$ cat src/rtl/cls_pkg.sv
package cls_pkg;

    typedef enum logic [2:0] {
        ST_IDLE,
        ST_UP_MON,
        ST_UP_REG,
        ST_UP_WAIT,
        ST_UP_SUP,
        ST_DN_THR,
        ST_DN_REG
    } step_state_e;

    localparam logic [7:0] KEY_OPEN  = 8'hA5;
    localparam logic [7:0] KEY_CLOSE = 8'h00;

    localparam int CFG_MON_EN_BIT = 4;
    localparam int CFG_SUP_EN_BIT = 5;
    localparam int CFG_CLR_BIT    = 7;

endpackage

$ cat src/rtl/cls_keygate.sv
module cls_keygate
    import cls_pkg::*;
(
    input  logic       clk,
    input  logic       rst_n,
    input  logic       wr_en,
    input  logic       wr_sel,
    input  logic [7:0] wr_data,
    output logic       cfg_wr,
    output logic       key_viol
);

    typedef struct packed {
        logic unl;
        logic viol;
    } gate_t;

    gate_t s_d, s_q;

    always_comb begin
        s_d    = s_q;
        cfg_wr = wr_en && !wr_sel && s_q.unl;
        if (wr_en && wr_sel) begin
            if (wr_data == KEY_OPEN)
                s_d.unl = 1'b1;
            else if (wr_data == KEY_CLOSE)
                s_d.unl = 1'b0;
        end
        if (wr_en && !wr_sel && !s_q.unl)
            s_d.viol = 1'b1;
    end

    always_ff @(posedge clk or negedge rst_n) begin
        if (!rst_n)
            s_q <= '0;
        else
            s_q <= s_d;
    end

    assign key_viol = s_q.viol;

    p_locked_write_flags_r2: assert property (@(posedge clk) disable iff (!rst_n)
        (wr_en && !wr_sel && !s_q.unl) |=> key_viol);
    p_viol_sticky_r2: assert property (@(posedge clk) disable iff (!rst_n)
        key_viol |=> key_viol);
    p_locked_no_cfg_r2: assert property (@(posedge clk) disable iff (!rst_n)
        !s_q.unl |-> !cfg_wr);

endmodule

$ cat src/rtl/cls_stepper.sv
module cls_stepper
    import cls_pkg::*;
#(
    parameter int LVL_W    = 2,
    parameter int SETTLE_W = 16
) (
    input  logic                clk,
    input  logic                rst_n,
    input  logic                req,
    input  logic [LVL_W-1:0]    req_lvl,
    input  logic [SETTLE_W-1:0] settle_limit,
    input  logic                vreg_ready,
    output logic [LVL_W-1:0]    vreg_level,
    output logic [LVL_W-1:0]    mon_thr,
    output logic [LVL_W-1:0]    sup_thr,
    output logic                busy,
    output logic                error
);

    localparam logic [LVL_W-1:0] ONE = LVL_W'(1);

    typedef struct packed {
        step_state_e         st;
        logic [LVL_W-1:0]    lvl;
        logic [LVL_W-1:0]    mon;
        logic [LVL_W-1:0]    sup;
        logic [LVL_W-1:0]    tgt;
        logic [SETTLE_W-1:0] cnt;
        logic                busy;
        logic                err;
    } step_t;

    step_t s_d, s_q;

    always_comb begin
        s_d = s_q;
        unique case (s_q.st)
            ST_IDLE: begin
                if (req && req_lvl != s_q.lvl) begin
                    s_d.tgt  = req_lvl;
                    s_d.busy = 1'b1;
                    s_d.err  = 1'b0;
                    s_d.st   = (req_lvl > s_q.lvl) ? ST_UP_MON : ST_DN_THR;
                end
            end
            ST_UP_MON: begin
                s_d.mon = s_q.lvl + ONE;
                s_d.st  = ST_UP_REG;
            end
            ST_UP_REG: begin
                s_d.lvl = s_q.lvl + ONE;
                s_d.cnt = '0;
                s_d.st  = ST_UP_WAIT;
            end
            ST_UP_WAIT: begin
                if (vreg_ready) begin
                    s_d.st = ST_UP_SUP;
                end else if (s_q.cnt == settle_limit) begin
                    s_d.lvl  = s_q.sup;
                    s_d.mon  = s_q.sup;
                    s_d.err  = 1'b1;
                    s_d.busy = 1'b0;
                    s_d.st   = ST_IDLE;
                end else begin
                    s_d.cnt = s_q.cnt + SETTLE_W'(1);
                end
            end
            ST_UP_SUP: begin
                s_d.sup = s_q.lvl;
                if (s_q.lvl == s_q.tgt) begin
                    s_d.busy = 1'b0;
                    s_d.st   = ST_IDLE;
                end else begin
                    s_d.st = ST_UP_MON;
                end
            end
            ST_DN_THR: begin
                s_d.mon = s_q.lvl - ONE;
                s_d.sup = s_q.lvl - ONE;
                s_d.st  = ST_DN_REG;
            end
            ST_DN_REG: begin
                s_d.lvl = s_q.lvl - ONE;
                if (s_q.lvl - ONE == s_q.tgt) begin
                    s_d.busy = 1'b0;
                    s_d.st   = ST_IDLE;
                end else begin
                    s_d.st = ST_DN_THR;
                end
            end
            default: s_d.st = ST_IDLE;
        endcase
    end

    always_ff @(posedge clk or negedge rst_n) begin
        if (!rst_n) begin
            s_q    <= '0;
            s_q.st <= ST_IDLE;
        end else begin
            s_q <= s_d;
        end
    end

    assign vreg_level = s_q.lvl;
    assign mon_thr    = s_q.mon;
    assign sup_thr    = s_q.sup;
    assign busy       = s_q.busy;
    assign error      = s_q.err;

    p_single_step_r3: assert property (@(posedge clk) disable iff (!rst_n)
        (vreg_level != $past(vreg_level)) |->
        (({1'b0, vreg_level} == {1'b0, $past(vreg_level)} + 1'b1) ||
         ({1'b0, vreg_level} + 1'b1 == {1'b0, $past(vreg_level)})));
    p_mon_leads_r4: assert property (@(posedge clk) disable iff (!rst_n)
        (vreg_level > $past(vreg_level)) |->
        (mon_thr == vreg_level && sup_thr == $past(vreg_level)));
    p_sup_after_ready_r4: assert property (@(posedge clk) disable iff (!rst_n)
        (sup_thr > $past(sup_thr)) |-> ($past(vreg_ready, 2) && sup_thr == vreg_level));
    p_thr_before_drop_r5: assert property (@(posedge clk) disable iff (!rst_n)
        (vreg_level < $past(vreg_level)) |-> (mon_thr == vreg_level && sup_thr == vreg_level));
    p_sup_not_above_mon_r4: assert property (@(posedge clk) disable iff (!rst_n)
        sup_thr <= mon_thr);
    p_timeout_sets_error_r6: assert property (@(posedge clk) disable iff (!rst_n)
        $rose(error) |-> (!busy && vreg_level == sup_thr));
    p_idle_level_steady_r7: assert property (@(posedge clk) disable iff (!rst_n)
        (!busy && !req) |=> $stable(vreg_level));

endmodule

$ cat src/rtl/cls_alarms.sv
module cls_alarms
    import cls_pkg::*;
(
    input  logic clk,
    input  logic rst_n,
    input  logic cfg_wr,
    input  logic cfg_mon_en,
    input  logic cfg_sup_en,
    input  logic cfg_clr,
    input  logic mon_low,
    input  logic sup_low,
    input  logic bor_low,
    output logic mon_irq,
    output logic por_req
);

    typedef struct packed {
        logic mon_en;
        logic sup_en;
        logic irq;
        logic por;
    } alarm_t;

    alarm_t s_d, s_q;

    always_comb begin
        s_d = s_q;
        if (cfg_wr) begin
            s_d.mon_en = cfg_mon_en;
            s_d.sup_en = cfg_sup_en;
            if (cfg_clr)
                s_d.irq = 1'b0;
        end
        if (s_q.mon_en && mon_low)
            s_d.irq = 1'b1;
        s_d.por = (s_q.sup_en && sup_low) || bor_low;
    end

    always_ff @(posedge clk or negedge rst_n) begin
        if (!rst_n) begin
            s_q        <= '0;
            s_q.mon_en <= 1'b1;
            s_q.sup_en <= 1'b1;
        end else begin
            s_q <= s_d;
        end
    end

    assign mon_irq = s_q.irq;
    assign por_req = s_q.por;

    p_brownout_always_r9: assert property (@(posedge clk) disable iff (!rst_n)
        bor_low |=> por_req);
    p_irq_sticky_r8: assert property (@(posedge clk) disable iff (!rst_n)
        (mon_irq && !(cfg_wr && cfg_clr)) |=> mon_irq);
    p_por_cause_r9: assert property (@(posedge clk) disable iff (!rst_n)
        $rose(por_req) |-> ($past(bor_low) || $past(sup_low)));

endmodule

$ cat src/rtl/core_level_seq.sv
module core_level_seq
    import cls_pkg::*;
#(
    parameter int LVL_W    = 2,
    parameter int SETTLE_W = 16
) (
    input  logic                clk,
    input  logic                rst_n,
    input  logic                wr_en,
    input  logic                wr_sel,
    input  logic [7:0]          wr_data,
    input  logic [SETTLE_W-1:0] settle_limit,
    input  logic                vreg_ready,
    input  logic                mon_low,
    input  logic                sup_low,
    input  logic                bor_low,
    output logic [LVL_W-1:0]    vreg_level,
    output logic [LVL_W-1:0]    mon_thr,
    output logic [LVL_W-1:0]    sup_thr,
    output logic                busy,
    output logic                error,
    output logic                mon_irq,
    output logic                por_req,
    output logic                key_viol
);

    logic cfg_wr;
    logic unused_bits;

    assign unused_bits = ^{wr_data[6], wr_data[3:LVL_W]};

    cls_keygate u_gate (
        .clk      (clk),
        .rst_n    (rst_n),
        .wr_en    (wr_en),
        .wr_sel   (wr_sel),
        .wr_data  (wr_data),
        .cfg_wr   (cfg_wr),
        .key_viol (key_viol)
    );

    cls_stepper #(
        .LVL_W    (LVL_W),
        .SETTLE_W (SETTLE_W)
    ) u_step (
        .clk          (clk),
        .rst_n        (rst_n),
        .req          (cfg_wr),
        .req_lvl      (wr_data[LVL_W-1:0]),
        .settle_limit (settle_limit),
        .vreg_ready   (vreg_ready),
        .vreg_level   (vreg_level),
        .mon_thr      (mon_thr),
        .sup_thr      (sup_thr),
        .busy         (busy),
        .error        (error)
    );

    cls_alarms u_alarm (
        .clk        (clk),
        .rst_n      (rst_n),
        .cfg_wr     (cfg_wr),
        .cfg_mon_en (wr_data[CFG_MON_EN_BIT]),
        .cfg_sup_en (wr_data[CFG_SUP_EN_BIT]),
        .cfg_clr    (wr_data[CFG_CLR_BIT]),
        .mon_low    (mon_low),
        .sup_low    (sup_low),
        .bor_low    (bor_low),
        .mon_irq    (mon_irq),
        .por_req    (por_req)
    );

endmodule

$ cat config.mk
export PLATFORM = sky130hd
export DESIGN_NAME = core_level_seq
export DESIGN_NICKNAME = d
export VERILOG_FILES = /design/src/rtl/cls_pkg.sv /design/src/rtl/cls_keygate.sv /design/src/rtl/cls_stepper.sv /design/src/rtl/cls_alarms.sv /design/src/rtl/core_level_seq.sv
export SDC_FILE = /design/constraint.sdc
export NUM_CORES = 1
export LEC_CHECK = 0
export BUFFER_PORTS_ARGS = -buffer_cell sky130_fd_sc_hd__buf_2
export CORE_MARGIN = 2
export CORE_UTILIZATION = 25
export CTS_CLUSTER_DIAMETER = 60
export CTS_CLUSTER_SIZE = 30
export DETAILED_ROUTE_END_ITERATION = 8
export PLACE_DENSITY_LB_ADDON = 0.1
export SYNTH_ARGS = -nofsm -noshare
export SYNTH_HDL_FRONTEND = slang
export SYNTH_SLANG_ARGS = --single-unit
$ cat constraint.sdc
create_clock -name clk -period 1.9 [get_ports clk]
set_input_delay 0.38 -clock clk [delete_from_list [all_inputs] [get_ports clk]]
set_output_delay 0.38 -clock clk [all_outputs]
set_load 0.01 [all_outputs]
* Yosys cells after proc, flatten, opt, wreduce, memory -nomap -nowiden
Index checks and enable logic that the tools add are counted.
** Storage, ports and cells
- Register bits after elaboration :: 35
- Bits of input ports :: 32
- Memories kept :: 0
- ROM bits :: 0
- Bits in latches :: 0
- Memory bits (writable) :: 0
- Output and inout port bits :: 11
- Logic and storage cells :: 91
** Operators by class
- Multipliers :: 0
- Shift operators :: 0
- $lt $le $gt $ge :: 1
- Bitwise gates (word level) :: 0
- Reductions and logical operators :: 30
- Muxes and demuxes :: 25
- $add $sub $neg :: 3
- Equality and inequality tests :: 18
- Divide/modulo/power cells :: 0
** Operators by type and width (count)
- $pmux W16 S2 :: 1
- $pmux W3 S7 :: 1
- $mux W18 :: 1
- $add A16 B1 Y16 const B :: 1
- $eq A16 B16 Y1 :: 1
- $mux W16 :: 1
- $mux W3 :: 4
- $pmux W2 S3 :: 2
- $reduce_bool A2 Y1 :: 6
- $eq A3 B3 Y1 const B :: 3
- $reduce_and A3 Y1 :: 3
- $eq A8 B8 Y1 const B :: 1
- $logic_not A8 Y1 :: 1
- $mux W1 :: 8
- $ne A2 B1 Y1 const B :: 4
- $reduce_and A2 Y1 :: 4
- $logic_and A1 B1 Y1 :: 7
- $mux W7 :: 1
- $eq A3 B2 Y1 const B :: 2
- $reduce_and A6 Y1 :: 1
- $reduce_bool A3 Y1 :: 2
- $eq A2 B2 Y1 :: 2
- $mux W2 :: 2
- $mux W4 :: 1
- 15 further kinds :: 17

* Longest topological paths before layout
- Depth in word-level cells :: 6
- Mapped depth :: 9
- Gate-level depth less buffers :: 7

* By module
A second synthesis with hierarchy kept.
** Unflattened totals
- Cells, all modules :: 266
- Area total of the unflattened synthesis :: 2391.0 sq um
** By module, submodules not included
- cls_stepper :: times used 1, cells an instance 245, area an instance 2114.5 sq um, sequential area each 725.7 sq um
- cls_alarms :: times used 1, cells an instance 9, area an instance 145.1 sq um, sequential area each 102.6 sq um
- cls_keygate :: times used 1, cells an instance 12, area an instance 131.4 sq um, sequential area each 50.0 sq um

* Worst setup path before layout
Ideal clock, no wire load.
- Kind :: reg2reg
- Start point :: register u_step.s_q[11] (netlist name)
- End point :: register u_step.s_q (netlist bit u_step.mon_thr[0])
- Period minus slack after synthesis :: 1.945 ns
- Stages on the path, launching flop included :: 8
- Arrival time :: 1.820 ns
- Path buffers :: 2
- Setup slack :: -0.045 ns
- Setup time :: 0.125 ns
- Data required time :: 1.775 ns
- Cell sequence :: dfrtp_1 -> xor2_1 -> nor4_1 -> and4_1 -> buf_2 -> clkbuf_8 -> o211a_1 -> mux2_2
** On the way
- Cells in the longest elaborated chain, start to end :: 3
** RTL lines
- from (decl) :: RTL line cls_stepper.sv:33 : step_t s_d, s_q;
- $eq A16 B16 Y1 :: RTL line cls_stepper.sv:58 : end else if (s_q.cnt == settle_limit) begin
- $ne A2 B1 Y1 (no line)
- $reduce_and A3 Y1 (no line)
No other way between the ends.
A chain may end at the register's enable or synchronous reset.

* Worst setup path in the final report
- Start point :: register u_step.s_q[14] (netlist name)
- End point :: register u_step.s_q (netlist bit u_step.mon_thr[0])
Same word-level chain as after synthesis.

==> flow_metrics.env <==
export IMPL_skew_ns=0.0143
export IMPL_rsz0062_at_grt="yes"
export IMPL_std_cell_rows=36
export IMPL_syn_nets=307
export IMPL_layout_commonest_cell="buf_2"
export IMPL_hold_violations=0
export IMPL_grt_pass1_vias=2297
export IMPL_hpwlAfterDp_um=5140
export IMPL_async_flop_share_pct=100
export IMPL_start_util_pct=25.4
export IMPL_final_nets=387
export IMPL_cts_buffers=5
export IMPL_layout_min_cycle_time_ns=1.93
export IMPL_design_area_um2=3330
export IMPL_ys_ff_latch=35
export IMPL_worstPathArrival_ns=2.10
export IMPL_cts_buffer_depth=2
export IMPL_die_area_um2=10500
export IMPL_cts_tree="built"
export IMPL_drive_gt1_share_pct=39.5
export IMPL_seq_area_frac_synth_pct=36.1
export IMPL_synth_top_area_share_pct=33.9
export IMPL_synth_cell_types=61
export IMPL_die_y_um=103
export IMPL_grt_pass1_wl_um=11600
export IMPL_ant_nets=0
export IMPL_ys_warn_count=0
export IMPL_postPlaceCellArea_um2=3020
export IMPL_hold_path_class="in -> async"
export IMPL_worstMarginPinSlew_ns=0.462
export IMPL_wl_per_cell_um=14.4
export IMPL_gp_congestion=0.730
export IMPL_most_common_layout_cells="42 x buf_2, 41 x buf_4, 33 x dfrtp_1, 30 x nand2_1, 15 x xor2_1"
export IMPL_clk_pin_slew_ns=0.09
export IMPL_maxSlewHeadroom_pct=69.2
export IMPL_grtUsageTotal_pct=14.3
export IMPL_outcome="complete, but fails checks"
export IMPL_num_io_pins=43
export IMPL_drc=0
export IMPL_worstSetupStartpointType="flip-flop"
export IMPL_worstSkewPairLatency_ns=0.29
export IMPL_antenna_found_initial=0
export IMPL_vias_per_cell=4.75
export IMPL_violations="negative setup slack"
export IMPL_dp_slack_ns=-0.336
export IMPL_required_ns=2.07
export IMPL_p_leak_nw=1.50
export IMPL_first_pass_iters=4
export IMPL_drt_initial_drc_count=57
export IMPL_grt_overflow=0
export IMPL_worstSetupPathType="reg -> reg"
export IMPL_io_buffers=42
export IMPL_num_vias=2304
export IMPL_cp_max_fo=4
export IMPL_synth_cells=271
export IMPL_htree_num_levels=2
export IMPL_critPathMaxStageDelay_ns=0.40
export IMPL_synth_top_cell_by_area="dfrtp_1"
export IMPL_synth_edf_count=0
export IMPL_synthTopCellsByArea="dfrtp_1 34%, xor2_1 6.5%, nand2_1 4.8%"
export IMPL_critPathCaptureType="flip-flop"
export IMPL_die_x_um=103
export IMPL_vdd_drop_max_v=0.000459
export IMPL_power_density_nw_per_um2=1080
export IMPL_maxCapViolCount=0
export IMPL_root_buffer="clkbuf_8"
export IMPL_fin_ws_ns=-0.0304
export IMPL_grt_max_degree=20
export IMPL_finalCritPeriodShare_pct=102
export IMPL_fmax_ghz=0.518
export IMPL_report_final_setup_viol=4
export IMPL_cpMaxStageDelayCell="dfrtp_1"
export IMPL_syn_to_final_growth_pct=37.0
export IMPL_netlist_area_um2=2430
export IMPL_maxSlewViolCount=0
export IMPL_drt_wl_total_um=6990
export IMPL_synthFlopType="dfrtp_1"
export IMPL_coreArea_um2=9590
export IMPL_crit_chain="xor2_1 > nor4_1 > buf_4 > and4_4 > o211a_4 > mux2_4"
export IMPL_n_antenna_cell=0
export IMPL_hold_buffers=0
export IMPL_syn_avg_cell_area_um2=8.98
export IMPL_clkSinkCount=35
[synthesized netlist by cell type, drive strengths merged, types with 2 or more instances]
cell	n
a21oi	5
a2bb2oi	2
or3	10
nor2	13
inv	8
buf	9
a31oi	2
nor3	9
nand4	3
nand2b	8
nor4	6
dfrtp	33
nand3b	5
o211a	3
and4	4
or2	3
ha	4
xor2	18
nand3	13
and2	3
clkbuf	14
mux2	5
xnor2	2
a221o	5
o311a	2
nand2	32
o31ai	2
o21ai	10
dfstp	2
or4	6
o211ai	5
o311ai	6
[where the power goes]
group	switching (mW)	internal [mW]
registers	0.173	0.923
clock network	0.315	0.391
logic	0.948	0.845
[cell families after synthesis]
family	count (synthesis)	share of synthesized area, %
mux	6	2.72
xor+xnor	20	7.20
compound gates	54	16.9
buf+inv	32	7.71
fa+ha+maj	4	2.06
simple gates	120	27.3
flops	35	36.1
[repair_timing]
item,4_1_cts,5_1_grt
buffers inserted,7,3
pin swaps,15,10
endpoints found under the hold margin,0,0
endpoints found under the setup margin,18,18
gates resized for setup,19,16
[routing by layer]
layer  part of all wire [%]  vias to the layer above  GRT usage, %  wire length (um)
li1                       -                     1149             -                 -
met1                     49                     1113          19.4              3400
met2                     47                       37          23.8              3310
met3                    2.9                        5          2.31               205
met4                    1.1                        0          3.38                74
met5                      0                        -             0                 0
[through the flow]
step | utilization [%] | hold slack [ns] | std cells | TNS [ns] | power [mW]
after global routing | 34.8 | 0.0514 | 485 | -0.455 | 3.93
after floorplan | - | 0.0844 | 271 | -0.0827 | 2.25
after CTS | 33.9 | 0.0379 | 484 | -0.0151 | 3.63
after detailed placement | 31.5 | 0.368 | 470 | -3.61 | 2.81
after global placement | 31.5 | 0.368 | 470 | -3.16 | 2.81
final | 34.8 | 0.0218 | 485 | -0.0737 | 3.60
[final cells by class]
type | instances | area [um^2]
fill | 1013 | 6260
multi-input combinational | 204 | 1470
sequential | 35 | 878
timing repair buffer | 96 | 677
tap | 133 | 166
clock buffer | 5 | 68.8
clock inverter | 3 | 43.8
inverter | 9 | 33.8
[worst max-delay path, delay by kind of cell, from the launching register on]
kind | cells | cell delay [ns]
AND/OR/NAND/NOR | 2 | 0.58
multiplexers | 1 | 0.29
AO/OA/AOI/OAI | 1 | 0.19
XOR/XNOR | 1 | 0.16
buffers and inverters | 1 | 0.18
flip-flops | 1 | 0.40
[final timing paths]
kind                                 startpoint                end  slack [ns]  cells after the start
worst min register to register  u_gate.key_viol    u_gate.key_viol        0.47                      1
max in group asynchronous                 rst_n  u_step.mon_thr[1]        1.40                      2
worst max-delay path             u_step.s_q[14]  u_step.mon_thr[0]       -0.03                      6
worst max register to register   u_step.s_q[14]  u_step.mon_thr[0]       -0.03                      6
worst min-delay path                      rst_n      u_step.s_q[7]        0.02                      1
min in group clk                        bor_low    u_alarm.por_req        0.26                      2
[state kept, by name (all words and copies together) (netlist names)]
signal,flops
u_gate.key_viol,1
u_alarm.s_q,2
u_alarm.por_req,1
u_step.busy,1
u_alarm.mon_irq,1
u_step.mon_thr,2
u_gate.s_q,1
u_step.vreg_level,2
u_step.sup_thr,2
u_step.error,1
u_step.s_q,21
No activity file was read; power rests on OpenSTA's default activity.
